<file path="config.mk">
export PLATFORM = sky130hd
export DESIGN_NAME = cfgr_router
export DESIGN_NICKNAME = d
export VERILOG_FILES = /design/src/rtl/cfgr_pkg.sv /design/src/rtl/cfgr_busnum.sv /design/src/rtl/cfgr_decide.sv /design/src/rtl/cfgr_t0_addr.sv /design/src/rtl/cfgr_router.sv
export SDC_FILE = /design/constraint.sdc
export NUM_CORES = 1
export LEC_CHECK = 0
export ABC_AREA = 1
export BUFFER_PORTS_ARGS = -buffer_cell sky130_fd_sc_hd__buf_2
export CAP_MARGIN = 10
export CORE_ASPECT_RATIO = 0.6
export CORE_MARGIN = 1.5
export CORE_UTILIZATION = 52
export CTS_CLUSTER_DIAMETER = 200
export DETAILED_ROUTE_END_ITERATION = 16
export GPL_TIMING_DRIVEN = 0
export MAX_ROUTING_LAYER = met4
export PLACE_DENSITY = 0.85
export RECOVER_POWER = 50
export SETUP_SLACK_MARGIN = 0.4
export SLEW_MARGIN = 10
export SYNTH_ARGS = -nofsm -noshare
export SYNTH_HDL_FRONTEND = slang
export SYNTH_SLANG_ARGS = --single-unit
</file>
<file path="constraint.sdc">
create_clock -name clk -period 4.7 [get_ports clk]
set_clock_uncertainty 0.05 [all_clocks]
set_input_delay 0 -clock clk [delete_from_list [all_inputs] [get_ports clk]]
set_output_delay 0 -clock clk [all_outputs]
set_load 0.02 [all_outputs]
</file>
<file path="src/rtl/cfgr_pkg.sv">
package cfgr_pkg;

    // verdict codes carried on rsp_route
    typedef enum logic [1:0] {
        RT_DROP  = 2'd0,
        RT_TYPE0 = 2'd1,
        RT_PASS  = 2'd2,
        RT_LOCAL = 2'd3
    } route_e;

    // bus-number register select
    typedef enum logic [1:0] {
        SEL_UP   = 2'd0,
        SEL_DOWN = 2'd1,
        SEL_HIGH = 2'd2,
        SEL_NONE = 2'd3
    } bus_sel_e;

    // registered response bundle
    typedef struct packed {
        logic        valid;
        route_e      route;
        logic [31:0] addr;
        logic        type1;
        logic        err;
    } rsp_t;

    localparam logic [1:0] TYPE1_TAG = 2'b01;
    localparam logic [1:0] TYPE0_TAG = 2'b00;

endpackage

</file>
<file path="src/rtl/cfgr_busnum.sv">
module cfgr_busnum
    import cfgr_pkg::*;
#(
    parameter int BUS_W = 8
) (
    input  logic             clk,
    input  logic             rst,
    input  logic             wr,
    input  logic [1:0]       sel,
    input  logic [BUS_W-1:0] wdata,
    output logic [BUS_W-1:0] up_num,
    output logic [BUS_W-1:0] down_num,
    output logic [BUS_W-1:0] high_num
);

    always_ff @(posedge clk) begin
        if (rst) begin
            up_num   <= '0;
            down_num <= '0;
            high_num <= '0;
        end else if (wr) begin
            case (bus_sel_e'(sel))
                SEL_UP:   up_num   <= wdata;
                SEL_DOWN: down_num <= wdata;
                SEL_HIGH: high_num <= wdata;
                default:  ;
            endcase
        end
    end

endmodule

</file>
<file path="src/rtl/cfgr_decide.sv">
module cfgr_decide
    import cfgr_pkg::*;
#(
    parameter int ADDR_W    = 32,
    parameter int BUS_W     = 8,
    parameter int BUS_LSB   = 16,
    parameter int DEV_W     = 5,
    parameter int IDSEL_LSB = 11
) (
    input  logic              type1,
    input  logic [ADDR_W-1:0] addr,
    input  logic [BUS_W-1:0]  down_num,
    input  logic [BUS_W-1:0]  high_num,
    output route_e            route,
    output logic              dev_err
);

    localparam int DEV_LSB = IDSEL_LSB;
    localparam int MAX_DEV = ADDR_W - 1 - IDSEL_LSB;

    logic [BUS_W-1:0] bus_f;
    logic [DEV_W-1:0] dev_f;
    logic             in_range;
    logic             unset;

    assign bus_f    = addr[BUS_LSB +: BUS_W];
    assign dev_f    = addr[DEV_LSB +: DEV_W];
    assign unset    = (down_num == '0);
    assign in_range = (bus_f >= down_num) && (bus_f <= high_num);

    always_comb begin
        route   = RT_DROP;
        dev_err = 1'b0;
        if (!type1) begin
            route = RT_LOCAL;
        end else if (unset || !in_range) begin
            route = RT_DROP;
        end else if (bus_f == down_num) begin
            if (dev_f > DEV_W'(MAX_DEV)) begin
                route   = RT_DROP;
                dev_err = 1'b1;
            end else begin
                route = RT_TYPE0;
            end
        end else begin
            route = RT_PASS;
        end
    end

endmodule

</file>
<file path="src/rtl/cfgr_t0_addr.sv">
module cfgr_t0_addr
    import cfgr_pkg::*;
#(
    parameter int ADDR_W    = 32,
    parameter int DEV_W     = 5,
    parameter int IDSEL_LSB = 11
) (
    input  logic [ADDR_W-1:0] in_addr,
    output logic [ADDR_W-1:0] out_addr
);

    localparam int MAX_DEV = ADDR_W - 1 - IDSEL_LSB;

    logic [DEV_W-1:0] dev_f;
    logic [MAX_DEV:0] idsel;

    assign dev_f = in_addr[IDSEL_LSB +: DEV_W];

    for (genvar g = 0; g <= MAX_DEV; g++) begin : g_idsel
        assign idsel[g] = (dev_f == DEV_W'(g));
    end

    assign out_addr = {idsel, in_addr[IDSEL_LSB-1:2], TYPE0_TAG};

endmodule

</file>
<file path="src/rtl/cfgr_router.sv">
module cfgr_router
    import cfgr_pkg::*;
#(
    parameter int ADDR_W    = 32,
    parameter int BUS_W     = 8,
    parameter int BUS_LSB   = 16,
    parameter int DEV_W     = 5,
    parameter int IDSEL_LSB = 11
) (
    input  logic              clk,
    input  logic              rst,
    input  logic              req_valid,
    input  logic              req_type1,
    input  logic [ADDR_W-1:0] req_addr,
    input  logic              bus_wr,
    input  logic [1:0]        bus_sel,
    input  logic [BUS_W-1:0]  bus_wdata,
    output logic [BUS_W-1:0]  pri_bus,
    output logic [BUS_W-1:0]  sec_bus,
    output logic [BUS_W-1:0]  sub_bus,
    output logic              rsp_valid,
    output logic [1:0]        rsp_route,
    output logic [ADDR_W-1:0] rsp_addr,
    output logic              rsp_type1,
    output logic              rsp_err
);

    route_e            d_route;
    logic              d_err;
    logic [ADDR_W-1:0] t0_addr;
    logic [ADDR_W-1:0] nxt_addr;
    rsp_t              rsp_q;

    cfgr_busnum #(.BUS_W(BUS_W)) u_regs (
        .clk      (clk),
        .rst      (rst),
        .wr       (bus_wr),
        .sel      (bus_sel),
        .wdata    (bus_wdata),
        .up_num   (pri_bus),
        .down_num (sec_bus),
        .high_num (sub_bus)
    );

    cfgr_decide #(
        .ADDR_W(ADDR_W), .BUS_W(BUS_W), .BUS_LSB(BUS_LSB),
        .DEV_W(DEV_W), .IDSEL_LSB(IDSEL_LSB)
    ) u_decide (
        .type1    (req_type1),
        .addr     (req_addr),
        .down_num (sec_bus),
        .high_num (sub_bus),
        .route    (d_route),
        .dev_err  (d_err)
    );

    cfgr_t0_addr #(
        .ADDR_W(ADDR_W), .DEV_W(DEV_W), .IDSEL_LSB(IDSEL_LSB)
    ) u_t0 (
        .in_addr  (req_addr),
        .out_addr (t0_addr)
    );

    always_comb begin
        case (d_route)
            RT_TYPE0: nxt_addr = t0_addr;
            RT_PASS:  nxt_addr = req_addr;
            default:  nxt_addr = '0;
        endcase
    end

    always_ff @(posedge clk) begin
        if (rst || !req_valid) begin
            rsp_q <= '{valid: 1'b0, route: RT_DROP, addr: '0, type1: 1'b0, err: 1'b0};
        end else begin
            rsp_q.valid <= 1'b1;
            rsp_q.route <= d_route;
            rsp_q.addr  <= nxt_addr;
            rsp_q.type1 <= (d_route == RT_PASS);
            rsp_q.err   <= d_err;
        end
    end

    assign rsp_valid = rsp_q.valid;
    assign rsp_route = rsp_q.route;
    assign rsp_addr  = rsp_q.addr;
    assign rsp_type1 = rsp_q.type1;
    assign rsp_err   = rsp_q.err;

endmodule

</file>
==> impl_metrics.csv <==
group,metric,value,unit
die,fp.dieH,59.1,µm
sta,hold_viol_final,0,
power,powerDensity,330,mW/mm²
place,place_ws,2020,ps
critical_path,worst-path-buf-inv,5,
routing,vias_per_cell,5.66,
routing,ant_nets,0,
place,dpl_cell_area,0.00334,mm²
yosys,synth_top_area_cell,"dfxtp_1",
finish,drive_gt1_frac,0.171,
sta,worst_slack,1210,ps
place,gp_congestion,0.972,
grt,grt_pass1_wl,14.2,mm
yosys,async_flop_share,0,
critical_path,arrival,3730,ps
place,io_buffers,106,
routing,routed_wl,9.66,mm
grt,antenna_found_initial,0,
yosys,ys_seq_area_frac,0.448,
finish,utilization,0.808,
finish,syn2layout_area_growth,49.8,%
yosys,yosysWarnings,0,
clocking,cts_tree,"built",
clocking,clockBufferDepth,2,
routing,wl_per_cell,16.8,µm
worst_hold_path,hold_path_class,"primary input to flip-flop",
sta,slew_viol_final,0,
yosys,synth_edf_count,0,
yosys,ys_seq_elements,61,
clocking,root_buffer,"clkbuf_8",
sta,post-route-period-util,0.742,
yosys,syn_area,0.00273,mm²
clocking,numCtsBuffers,9,
critical_path,end_kind,"flip-flop",
die,dieArea,0.00570,mm²
sta,worst_slew_pin_slew,668,ps
finish,layout_commonest_cell,"nand2_1",
clocking,post_cts_resize_count,0,
grt,globalRouteTotalUtil,0.352,
yosys,synth_area_leaders,"dfxtp_1 (45%), nand2_1 (9.4%), ha_1 (8.7%)",
die,die_w,96.5,µm
critical_path,cp_slowest_cell,"dlygate4sd3_1",
sta,layout_min_cycle_time,3490,ps
power,leakagePower,1.76,nW
clocking,post_cts_buffers,0,
finish,diodes,0,
critical_path,crit_fanout,10,
clocking,cts_max_level,3,
sta,slew-limit-headroom,0.552,
critical_path,crit_type,"flip-flop to flip-flop",
critical_path,max_stage_delay,550,ps
grt,grt_overflow,0,
yosys,synthCells,329,
critical_path,crit_required,4940,ps
die,core_area,0.00505,mm²
sta,fmax,287,MHz
yosys,syn_avg_cell_area,8.29,µm²
finish,mostFrequentLayoutCells,"nand2_1 (68), clkbuf_1 (67), dfxtp_1 (61)",
die,initial_core_util,0.539,
routing,first_iter_violations,488,
outcome,status,"finished, final reports clean",
die,ioPinCount,108,
critical_path,crit_top_cell,"nand2_1",
clocking,ctsHoldBuffers,58,
sta,setup_viol,0,
yosys,syn_nets,395,
finish,fin_area,0.00408,mm²
finish,fin_cells,575,
routing,vias,3253,
yosys,synth_flop_cell,"dfxtp_1",
yosys,synth.distinct_cells,24,
critical_path,regToRegSetupSlack,1210,ps
sta,rsz0062_at_grt,"no",
clocking,clkTransAtPathRegs,70,ps
power,max-vdd-ir-drop,188,µV
finish,fin_nets,570,
sta,final.setup.tns,0,ps
critical_path,worst_setup_path_start_kind,"flip-flop",
clocking,cts_sinks,61,
grt,grt_max_degree,11,
critical_path,cp_top_family,"buffers and inverters",
place,dp_cells,501,
routing,dr.pass1.iters,7,
place,place_hpwl,5.60,mm
grt,grt_pass1_vias,2879,
clocking,clk_latency,350,ps
yosys,synth.top_cell.area_share,0.448,
die,placementRows,20,
critical_path,cp_cell_sequence,"inv_1 -> ha_1 -> nand2_1 -> nor2_1 -> nand2_1 -> nand2_1 -> nor2_1 -> nand2_1 -> nand4_1 -> nand2_1 -> ha_1 -> buf_2 -> nand2_1 -> inv_1 -> buf_2 -> nand4_1 -> a21oi_1 -> dlygate4sd3_1",
routing,drc_errors,0,
run,cap_violations,0,
[worst min-delay path: cells and delay by family]
family	cells	cell delay, ps
buf+inv	3	210
simple gates	2	180
[power breakdown]
group / internal (mW) / leakage, nW / switching (mW) / total, mW
Clock: 0.366 / 0.121 / 0.211 / 0.578
Combinational: 0.0899 / 1.14 / 0.136 / 0.226
Sequential: 0.533 / 0.495 / 0.00858 / 0.542
[kinds of logic (layout without fill, tap and decap cells)]
group,after synthesis,after routing,synth area share
buffers and inverters,51,231,0.0844
AND/OR/NAND/NOR,144,144,0.263
adder cells (fa/ha/maj),19,19,0.0872
flip-flops,61,61,0.448
AO/OA/AOI/OAI,54,54,0.117
[synthesized netlist by cell type, types with 2 or more instances]
| cell | n |
|---|---|
| nor4_1 | 2 |
| nand2_1 | 68 |
| nand4_1 | 13 |
| ha_1 | 19 |
| inv_1 | 36 |
| nor2_2 | 3 |
| a22oi_1 | 2 |
| nor3b_2 | 9 |
| a21oi_1 | 35 |
| nor2_1 | 33 |
| clkbuf_1 | 4 |
| a211oi_1 | 14 |
| buf_6 | 4 |
| buf_2 | 4 |
| inv_2 | 2 |
| nand3_1 | 11 |
| dfxtp_1 | 61 |
| nor3_2 | 3 |
[sequential cells by signal (all words and copies together) (netlist names)]
| name | flops |
|---|---|
| rsp_err | 1 |
| u_regs.down_num | 8 |
| rsp_type1 | 1 |
| rsp_route | 2 |
| rsp_valid | 1 |
| u_regs.up_num | 8 |
| u_regs.high_num | 8 |
| rsp_addr | 32 |
[routing by layer]
| layer | track usage | vias up | wire [µm] |
|---|---|---|---|
| li1 | - | 1445 | - |
| met1 | 0.433 | 1487 | 3960 |
| met2 | 0.531 | 251 | 4210 |
| met3 | 0.124 | 70 | 993 |
| met4 | 0.139 | 0 | 495 |
| met5 | - | - | 0 |
[metrics by stage]
step | power [mW] | hold slack, ps
6_report | 1.35 | 39.0
3_5_place_dp | 0.735 | 187
4_1_cts | 1.33 | 36.0
5_1_grt | 1.39 | 37.1
3_3_place_gp | 0.727 | 181
2_1_floorplan | 0.666 | 44.6
[final cells by class]
cell class                 instances  area, µm²
clock buffer                      12        145
clock inverter                     4       95.1
fill                             338        971
sequential                        61       1220
buffer                            13       87.6
multi-input combinational        217       1270
tap                               66       82.6
inverter                          38        143
timing repair buffer             164       1030
[path summary, 6_finish.rpt]
kind / start / endpoint / depth (start not counted)
max: u_regs.down_num[3] / rsp_addr[25] / 18
min: req_valid / rsp_addr[1] / 5
max reg2reg: u_regs.down_num[3] / rsp_addr[25] / 18
min reg2reg: u_regs.up_num[6] / u_regs.up_num[6] / 2
Note: power is estimated with default switching activity, not from simulation.
